--- src/rtl/i2c_sar_pkg.sv ---
package i2c_sar_pkg;
    localparam int BYTE_W = 8;
    localparam int ADDR_W = BYTE_W - 1;
    localparam int CNT_W  = $clog2(BYTE_W + 2);

    typedef enum logic [1:0] {PH_IDLE, PH_ADDR, PH_RX, PH_TX} phase_e;

    localparam logic [BYTE_W-1:0] ST_NOINFO  = 8'hF8;
    localparam logic [BYTE_W-1:0] ST_OWN_W   = 8'h60;
    localparam logic [BYTE_W-1:0] ST_LOST_W  = 8'h68;
    localparam logic [BYTE_W-1:0] ST_GC      = 8'h70;
    localparam logic [BYTE_W-1:0] ST_LOST_GC = 8'h78;
    localparam logic [BYTE_W-1:0] ST_RX_ACK  = 8'h80;
    localparam logic [BYTE_W-1:0] ST_RX_NACK = 8'h88;
    localparam logic [BYTE_W-1:0] ST_END     = 8'hA0;
    localparam logic [BYTE_W-1:0] ST_OWN_R   = 8'hA8;
    localparam logic [BYTE_W-1:0] ST_LOST_R  = 8'hB0;
    localparam logic [BYTE_W-1:0] ST_TX_ACK  = 8'hB8;
    localparam logic [BYTE_W-1:0] ST_TX_NACK = 8'hC0;

    typedef struct packed {
        phase_e            ph;
        logic [CNT_W-1:0]  cnt;
        logic [BYTE_W-1:0] shreg;
        logic [BYTE_W-1:0] rxd;
        logic [BYTE_W-1:0] status;
        logic              sda_low;
        logic              hold;
        logic              irq;
        logic              rw;
        logic              gc;
        logic              mlost;
        logic              lost;
        logic              ackf;
    } core_t;

    localparam core_t CORE_RST = '{ph: PH_IDLE, cnt: '0, shreg: '0, rxd: '0,
                                   status: ST_NOINFO, sda_low: 1'b0, hold: 1'b0,
                                   irq: 1'b0, rw: 1'b0, gc: 1'b0, mlost: 1'b0,
                                   lost: 1'b0, ackf: 1'b0};
endpackage

--- src/rtl/sar_bus_edges.sv ---
module sar_bus_edges (
    input  logic clk,
    input  logic rst_n,
    input  logic scl_i,
    input  logic sda_i,
    output logic scl_rise,
    output logic scl_fall,
    output logic start_ev,
    output logic stop_ev
);
    typedef struct packed {
        logic scl;
        logic sda;
    } line_t;

    line_t d, q;

    always_comb begin
        d.scl = scl_i;
        d.sda = sda_i;
    end

    always_ff @(posedge clk or negedge rst_n) begin
        if (!rst_n) q <= '{scl: 1'b1, sda: 1'b1};
        else        q <= d;
    end

    assign scl_rise = scl_i & ~q.scl;
    assign scl_fall = ~scl_i & q.scl;
    assign start_ev = q.scl & scl_i & q.sda & ~sda_i;
    assign stop_ev  = q.scl & scl_i & ~q.sda & sda_i;
endmodule

--- src/rtl/sar_addr_match.sv ---
module sar_addr_match #(
    parameter int ADDR_W = 7
) (
    input  logic [ADDR_W:0] addr_byte,
    input  logic [ADDR_W:0] own_addr,
    input  logic            resp_en,
    output logic            hit,
    output logic            hit_gc
);
    logic own_hit;
    logic gc_hit;

    assign own_hit = (addr_byte[ADDR_W:1] == own_addr[ADDR_W:1]) && (addr_byte[ADDR_W:1] != '0);
    assign gc_hit  = (addr_byte == '0) && own_addr[0];
    assign hit     = resp_en & (own_hit | gc_hit);
    assign hit_gc  = gc_hit;
endmodule

--- src/rtl/sar_core.sv ---
module sar_core
    import i2c_sar_pkg::*;
(
    input  logic              clk,
    input  logic              rst_n,
    input  logic              sda_i,
    input  logic              scl_rise,
    input  logic              scl_fall,
    input  logic              start_ev,
    input  logic              stop_ev,
    input  logic              hit,
    input  logic              hit_gc,
    input  logic              resp_en,
    input  logic              arb_lost,
    input  logic              irq_clr,
    input  logic [BYTE_W-1:0] tx_data,
    output logic [BYTE_W-1:0] shreg,
    output logic              sda_low,
    output logic              hold,
    output logic              irq,
    output logic [BYTE_W-1:0] status,
    output logic [BYTE_W-1:0] rx_data
);
    localparam logic [CNT_W-1:0] LAST_BIT = CNT_W'(BYTE_W);
    localparam logic [CNT_W-1:0] ACK_BIT  = CNT_W'(BYTE_W + 1);

    core_t d, q;
    logic  addressed;
    logic  lost_now;

    assign addressed = (q.ph == PH_RX) || (q.ph == PH_TX);
    assign lost_now  = q.lost | arb_lost;

    always_comb begin
        d = q;
        if (arb_lost) d.lost = 1'b1;
        if (irq_clr) begin
            d.irq  = 1'b0;
            d.hold = 1'b0;
            if (q.ph == PH_TX && q.hold) begin
                d.shreg   = tx_data;
                d.sda_low = ~tx_data[BYTE_W-1];
            end
        end
        if (start_ev) begin
            if (addressed) begin
                d.irq    = 1'b1;
                d.hold   = 1'b0;
                d.status = ST_END;
            end
            d.ph      = PH_ADDR;
            d.cnt     = '0;
            d.sda_low = 1'b0;
        end else if (stop_ev) begin
            if (addressed) begin
                d.irq    = 1'b1;
                d.hold   = 1'b0;
                d.status = ST_END;
            end
            d.ph      = PH_IDLE;
            d.cnt     = '0;
            d.sda_low = 1'b0;
            d.lost    = 1'b0;
        end else begin
            case (q.ph)
                PH_IDLE: ;
                PH_ADDR, PH_RX: begin
                    if (scl_rise) begin
                        if (q.cnt < LAST_BIT) d.shreg = {q.shreg[BYTE_W-2:0], sda_i};
                        if (q.cnt < ACK_BIT)  d.cnt   = q.cnt + 1'b1;
                    end else if (scl_fall && q.cnt == LAST_BIT) begin
                        if (q.ph == PH_ADDR) begin
                            if (hit) begin
                                d.sda_low = 1'b1;
                                d.rw      = q.shreg[0];
                                d.gc      = hit_gc;
                                d.mlost   = lost_now;
                            end else begin
                                d.ph  = PH_IDLE;
                                d.cnt = '0;
                            end
                            d.lost = 1'b0;
                        end else begin
                            d.rxd     = q.shreg;
                            d.ackf    = resp_en;
                            d.sda_low = resp_en;
                        end
                    end else if (scl_fall && q.cnt == ACK_BIT) begin
                        d.sda_low = 1'b0;
                        d.cnt     = '0;
                        d.irq     = 1'b1;
                        d.hold    = 1'b1;
                        if (q.ph == PH_ADDR) begin
                            d.ph = q.rw ? PH_TX : PH_RX;
                            if (q.rw)      d.status = q.mlost ? ST_LOST_R  : ST_OWN_R;
                            else if (q.gc) d.status = q.mlost ? ST_LOST_GC : ST_GC;
                            else           d.status = q.mlost ? ST_LOST_W  : ST_OWN_W;
                        end else begin
                            d.status = q.ackf ? ST_RX_ACK : ST_RX_NACK;
                            if (!q.ackf) d.ph = PH_IDLE;
                        end
                    end
                end
                PH_TX: begin
                    if (scl_rise) begin
                        if (q.cnt == LAST_BIT) d.ackf = ~sda_i;
                        if (q.cnt < ACK_BIT)   d.cnt  = q.cnt + 1'b1;
                    end else if (scl_fall) begin
                        if (q.cnt != '0 && q.cnt < LAST_BIT) begin
                            d.shreg   = {q.shreg[BYTE_W-2:0], 1'b1};
                            d.sda_low = ~q.shreg[BYTE_W-2];
                        end else if (q.cnt == LAST_BIT) begin
                            d.sda_low = 1'b0;
                        end else if (q.cnt == ACK_BIT) begin
                            d.cnt    = '0;
                            d.irq    = 1'b1;
                            d.hold   = 1'b1;
                            d.status = q.ackf ? ST_TX_ACK : ST_TX_NACK;
                            if (!q.ackf) d.ph = PH_IDLE;
                        end
                    end
                end
                default: d.ph = PH_IDLE;
            endcase
        end
    end

    always_ff @(posedge clk or negedge rst_n) begin
        if (!rst_n) q <= CORE_RST;
        else        q <= d;
    end

    assign shreg   = q.shreg;
    assign sda_low = q.sda_low;
    assign hold    = q.hold;
    assign irq     = q.irq;
    assign status  = q.status;
    assign rx_data = q.rxd;
endmodule

--- src/rtl/i2c_slave_addr_rec.sv ---
module i2c_slave_addr_rec
    import i2c_sar_pkg::*;
(
    input  logic              clk,
    input  logic              rst_n,
    input  logic              scl_i,
    input  logic              sda_i,
    input  logic [BYTE_W-1:0] own_addr_i,
    input  logic              resp_en_i,
    input  logic              arb_lost_i,
    input  logic              irq_clr_i,
    input  logic [BYTE_W-1:0] tx_data_i,
    output logic              sda_low_o,
    output logic              scl_hold_o,
    output logic              irq_o,
    output logic [BYTE_W-1:0] status_o,
    output logic [BYTE_W-1:0] rx_data_o
);
    logic scl_rise, scl_fall, start_ev, stop_ev;
    logic hit, hit_gc;
    logic [BYTE_W-1:0] shreg;

    sar_bus_edges u_edges (
        .clk(clk), .rst_n(rst_n), .scl_i(scl_i), .sda_i(sda_i),
        .scl_rise(scl_rise), .scl_fall(scl_fall),
        .start_ev(start_ev), .stop_ev(stop_ev)
    );

    sar_addr_match #(.ADDR_W(ADDR_W)) u_match (
        .addr_byte(shreg), .own_addr(own_addr_i), .resp_en(resp_en_i),
        .hit(hit), .hit_gc(hit_gc)
    );

    sar_core u_core (
        .clk(clk), .rst_n(rst_n), .sda_i(sda_i),
        .scl_rise(scl_rise), .scl_fall(scl_fall),
        .start_ev(start_ev), .stop_ev(stop_ev),
        .hit(hit), .hit_gc(hit_gc), .resp_en(resp_en_i),
        .arb_lost(arb_lost_i), .irq_clr(irq_clr_i), .tx_data(tx_data_i),
        .shreg(shreg), .sda_low(sda_low_o), .hold(scl_hold_o),
        .irq(irq_o), .status(status_o), .rx_data(rx_data_o)
    );
endmodule

--- config.mk ---
export PLATFORM = sky130hd
export DESIGN_NAME = i2c_slave_addr_rec
export DESIGN_NICKNAME = d
export VERILOG_FILES = /design/src/rtl/i2c_sar_pkg.sv /design/src/rtl/sar_bus_edges.sv /design/src/rtl/sar_addr_match.sv /design/src/rtl/sar_core.sv /design/src/rtl/i2c_slave_addr_rec.sv
export SDC_FILE = /design/constraint.sdc
export NUM_CORES = 1
export LEC_CHECK = 0
export CAP_MARGIN = 20
export CELL_PAD_IN_SITES_DETAIL_PLACEMENT = 1
export CELL_PAD_IN_SITES_GLOBAL_PLACEMENT = 1
export CORE_MARGIN = 10
export CORE_UTILIZATION = 37
export DETAILED_ROUTE_END_ITERATION = 8
export PLACE_DENSITY = 0.79
export SYNTH_ARGS = -nofsm -noshare
export SYNTH_HDL_FRONTEND = slang
export SYNTH_SLANG_ARGS = --single-unit
--- constraint.sdc ---
create_clock -name clk -period 2 [get_ports clk]
set_input_delay 0.4 -clock clk [delete_from_list [all_inputs] [get_ports clk]]
set_output_delay 0.4 -clock clk [all_outputs]
set_load 0.05 [all_outputs]
## Word level (Yosys, flattened, before mapping)

Index checks and enable logic that the tools add are counted.

| storage, ports and cells | value |
|---|---|
| input port bits | 23 |
| RAM bits | 0 |
| latch bits | 0 |
| memories kept | 0 |
| output and inout bits | 19 |
| logic and storage cells | 160 |
| memory bits (read-only) | 0 |
| register bits after elaboration | 40 |

| cells by class | value |
|---|---|
| muxes and demuxes | 74 |
| equal/unequal tests | 29 |
| add/sub/neg operators | 1 |
| bitwise operators | 20 |
| $lt $le $gt $ge | 2 |
| divide/modulo/power cells | 0 |
| multiply operators | 0 |
| shift operators | 0 |
| reduce and logical (&&, ||, !) cells | 19 |

Operator list:

| operator | count |
|---|---|
| $mux W8 | 16 |
| $mux W11 | 5 |
| $mux W6 | 9 |
| $mux W16 | 2 |
| $mux W4 | 8 |
| $pmux W14 S2 | 1 |
| $ne A5 B5 Y1 const B | 5 |
| $mux W24 | 1 |
| $ne A4 B4 Y1 const B | 6 |
| $pmux W11 S2 | 1 |
| $mux W2 | 10 |
| $reduce_and A8 Y1 | 2 |
| $mux W5 | 3 |
| $mux W14 | 1 |
| $mux W1 | 13 |
| $ne A6 B6 Y1 const B | 2 |
| $not A1 Y1 | 10 |
| $reduce_and A10 Y1 | 1 |
| $reduce_and A9 Y1 | 1 |
| $and A1 B1 Y1 | 8 |
| $eq A4 B4 Y1 const B | 2 |
| $logic_not A8 Y1 | 1 |
| $lt A4 B4 Y1 const B | 2 |
| $ne A2 B2 Y1 const B | 4 |
| 21 further kinds | 31 |

## Depth between registers and ports, before layout

| logic depth | value |
|---|---|
| word-level depth | 12 |
| depth in mapped cells | 9 |
| mapped depth without buffers | 8 |

## By module

From an unflattened synthesis, not the netlist that was laid out.

| second synthesis, totals | value |
|---|---|
| cell total of the unflattened synthesis | 280 |
| area total of the unflattened synthesis | 2720.1 um^2 |

By module, submodules not included:

| module | sequential area each (um^2) | area an instance (um^2) | instances | cells an instance |
|---|---|---|---|---|
| sar_core | 957.2 | 2511.2 | 1 | 258 |
| sar_addr_match | 0.0 | 123.9 | 1 | 16 |
| sar_bus_edges | 52.6 | 85.1 | 1 | 6 |

## Worst setup path after synthesis

Ideal clock, no wire load.

| path | value |
|---|---|
| path type | register to register |
| start | register u_core.q[36] (netlist bit) |
| end | register u_core.q (netlist bit u_core.rx_data[0]) |
| cell stages (with the launch flop) | 7 |
| clock period less this slack | 1.998 ns |
| path slack | 0.002 ns |
| arrival | 1.873 ns |
| library setup time | 0.125 ns |
| path buffers | 1 |
| cells stage by stage | dfrtp_1 > inv_1 > ha_1 > clkbuf_1 > nand2_1 > nor3_4 > mux2_2 |

| on the way | value |
|---|---|
| cells in the longest elaborated chain, start to end | 3 |

RTL lines:

| element | line | source |
|---|---|---|
| from (decl) | sar_core.sv:27 | `core_t d, q;` |
| from (signal assigned) | sar_core.sv:129 | `if (!rst_n) q <= CORE_RST;` |
| from (signal assigned) | sar_core.sv:130 | `else q <= d;` |
| $eq A2 B1 Y1 / $eq A2 B2 Y1 (equally long branches) | sar_core.sv:65, sar_core.sv:72 |  |
| $reduce_or A2 Y1 / $not A1 Y1 (equally long branches) | - |  |
| $reduce_and A6 Y1 (no source line) (*) | - |  |

Mark *: on every way between the ends. The rest lies on a longest branch, timed or not.
A chain may end at the register's enable or synchronous reset.

## Final worst setup path

| path | value |
|---|---|
| start | register u_core.q[32] (netlist bit) |
| end | register u_core.q[36] (netlist bit) |

| on the way | value |
|---|---|
| cells in the longest elaborated chain, start to end | 7 |

RTL lines:

| element | line | source |
|---|---|---|
| $eq A4 B4 Y1 | sar_core.sv:71, sar_core.sv:112 |  |
| $logic_and A1 B1 Y1 | sar_core.sv:71 | `end else if (scl_fall && q.cnt == LAST_BIT) begin` |
| $mux W6 | sar_core.sv:71 |  |
| $mux W2 | sar_core.sv:68 | `if (scl_rise) begin` |
| $pmux W14 S2 | sar_core.sv:65 | `case (q.ph)` |
| $mux W6 | sar_core.sv:54 | `end else if (stop_ev) begin` |
| $mux W6 | sar_core.sv:45 | `if (start_ev) begin` |

Several ways; a longest one is shown, not always the timed one. The select of a mux whose other input is x is not followed.

==> metrics <==
Final Hold Fails=0; Min Clock Period, post-route=2.15 ns; Hold Buf Count CTS=0; Yosys reg bits=40; Setup Slack @ Placement=-0.401 ns; EDFF count, synth=0; dpl cells=436; overall power=0.00231 W; failing checks=setup timing; Cell Area, Synth=2540 um^2; core area=6720 um^2; Final Net Count=398; most common flop cell mapped by yosys=dfrtp_1; detailed placement HPWL=6690 um; CP max-delay cell=dfrtp_1; Placed Area=3440 um^2; share of cells above drive strength 1=39.1%; Buffers on Ports=41; Worst EP arrival=2.34 ns; CP cell instances=inv_1 -> ha_4 -> buf_4 -> inv_1 -> buf_4 -> o211ai_1 -> a21oi_1 -> a21oi_1 -> nor2_1 -> mux2_4; setup ws final=-0.155 ns; final setup fails=10; Critical Path End Type=register; final instance area=3710 um^2; Reg clk slew, reported paths=0.08 ns; Ports=42; Leak=1.62 nW; Final Cycle Share=108%; clock root cell=clkbuf_8; non-filler cells, final=448; syn avg cell area=9.53 um^2; Initial Util=37.7%; Max Freq=464 MHz; Yosys cell types=54; crit-path max cell delay=0.40 ns; critical path class=register to register; GRT Overall Usage=17.2%; Die ar.=10600 um^2; Pins Over Slew Limit=0; largest net degree at the start of global routing=41; Seq/Total Area, Yosys=39.8%; VDD IR max=0.350 mV; grt ovf=0; Starting DRT DRC Count=150; DRT antenna net count=0; vias in the first global route=2712; async set or reset register ratio after synthesis=100%; CP max FO=5; status=finished, violations left; CTS tree=built; Net Count, Synth=296; DR DRC count=0; row count=30; RSZ-0062 raised after global routing=yes; Vias=2569; first-pass GRT wire length=14200 um; initial antenna violation count=0; Initial DRT Pass Iterations=4; Area Growth Syn to Fin=46.5%; max_slew headroom=65.2%; pwr dens=621 nW/um^2; clk sinks=40; number of max-cap violations=0; Register-to-Register Path Depth=10; via density per instance=5.73; Longest Clk Path Bufs=2; startpoint types=register; Mapped Cells=266; ant diodes=0; CP delay by family, top=compound AO/OA/AOI/OAI gates; WP depth=10; Hold Crit Class=input port to async pin; CP Data Required Time=2.19 ns; CTS buffer count=5; Worst Max-Slew Pin Slew=0.523 ns; Worst-Skew Late Latency=0.30 ns; Worst Path Buf+Inv=4; DR WL/cell=22.0 um; final WL=9840 um; Die W=103 um; die height=103 um; RD Place Congestion=0.971; Clock Skew=0.00532 ns; Ys Warns=0; H-tree depth=2; hold slack=0.161 ns; fill cell count=758; reg2reg setup slack=-0.15 ns
[stage by stage]
stage,TNS [ns],util (%)
floorplan,0,-
global placement,-7.61,51.1
detailed placement,-10.28,51.1
CTS,-0.00302,53.1
global route,-1.91,55.3
finish,-0.489,55.3
[Yosys cell counts, types with 2 or more instances]
library cell,n,area share [%]
inv_1,10,1.5
and3_1,6,1.5
mux2i_1,10,3.9
clkbuf_1,5,0.74
a31oi_1,5,1.2
nor2b_1,2,0.49
nor2_1,16,2.4
ha_1,7,3.5
a21oi_1,10,2.0
dfrtp_1,33,33
o21ai_1,7,1.4
dfstp_2,7,7.3
o21ai_0,18,3.6
buf_2,3,0.59
nand4_1,5,1.2
a21o_1,2,0.59
o211ai_1,3,0.89
nand2b_1,5,1.2
nand2_1,23,3.4
o21a_1,5,1.5
buf_4,16,4.7
nor3_1,6,1.2
xnor2_1,9,3.1
nand3_1,12,2.4
o22a_1,2,0.69
mux2_2,11,4.9
[final cells by class]
type	count	area, um^2	area share [%]
Inverter	10	37.5	1.01
Clock inverter	2	12.5	0.337
Tap cell	80	100	2.69
Timing Repair Buffer	119	1000	27.0
Sequential cell	40	1010	27.2
Multi-Input combinational cell	192	1480	39.9
Clock buffer	5	68.8	1.85
[metal layers]
metal  share of wire (%)  wire, um  track usage (%)  vias to the layer above
met1                  40      3940             20.6                     1292
met5                   0         0                0                        -
met2                  51      5030             29.3                      101
met3                 5.8       572             3.49                       22
li1                    -         -                -                     1154
met4                 3.0       300             7.38                        0
[power by group]
group          total, W  switching, W  internal (W)
combinational  0.000869      0.000458      0.000411
clock          0.000540      0.000303      0.000237
sequential     0.000897     0.0000503      0.000846
total           0.00231      0.000812       0.00149
[worst paths after layout]
path	start	end
max in group asynchronous	rst_n	u_core.status[7]
min in group clk	u_core.status[4]	u_core.status[4]
worst max-delay path	u_core.q[32]	u_core.q[36]
worst min-delay path	rst_n	u_core.rx_data[2]
worst max register to register	u_core.q[32]	u_core.q[36]
worst min register to register	u_core.status[4]	u_core.status[4]
[cells by family after synthesis]
logic type      Yosys count  share of synthesized area, %
buf+inv                  34                          7.55
xor+xnor                  9                          3.11
compound gates           65                          16.9
mux                      22                          9.42
fa+ha+maj                 7                          3.45
flops                    40                          39.8
simple gates             89                          19.7
[sequential cells by signal, summed over array words and instances, names as in the netlist]
| name | cells |
|---|---|
| u_core.rx_data | 8 |
| u_core.irq | 1 |
| u_edges.q | 2 |
| u_core.hold | 1 |
| u_core.shreg | 8 |
| u_core.status | 8 |
| u_core.q | 11 |
| u_core.sda_low | 1 |
[worst register-to-register path, delay by kind of cell (launching register included)]
kind	cells	cell delay, ns
adders and majority gates	1	0.17
AOI/OAI and AO/OA	3	0.68
and+or+nand+nor	1	0.10
buffers and inverters	4	0.42
DFF	1	0.40
muxes	1	0.26
[layout by cell type (no fill, tap or decap), drive strengths merged, types with 3 or more instances in the layout]
cell type and count:
nand3 12, and3 6, o21ai 25, mux2i 10, nand2b 5, clkbuf 5
buf 84, a21oi 10, nor3 7, clkdlybuf4s50 30, xnor2 9, nand4 6
o211ai 3, inv 10, nand2 23, dfrtp 33, mux2 12, a31oi 5
ha 7, dlymetal6s2s 3, o21a 5, nor2 17, dfstp 7
[repair_timing]
item / CTS / global route
endpoints found under the hold margin: 0 / 0
setup buffers: 1 / 4
endpoints found under the setup margin: 16 / 26
gates resized for setup: 11 / 30
pin swaps: 10 / 11
Note: power is estimated with default switching activity, not from simulation.
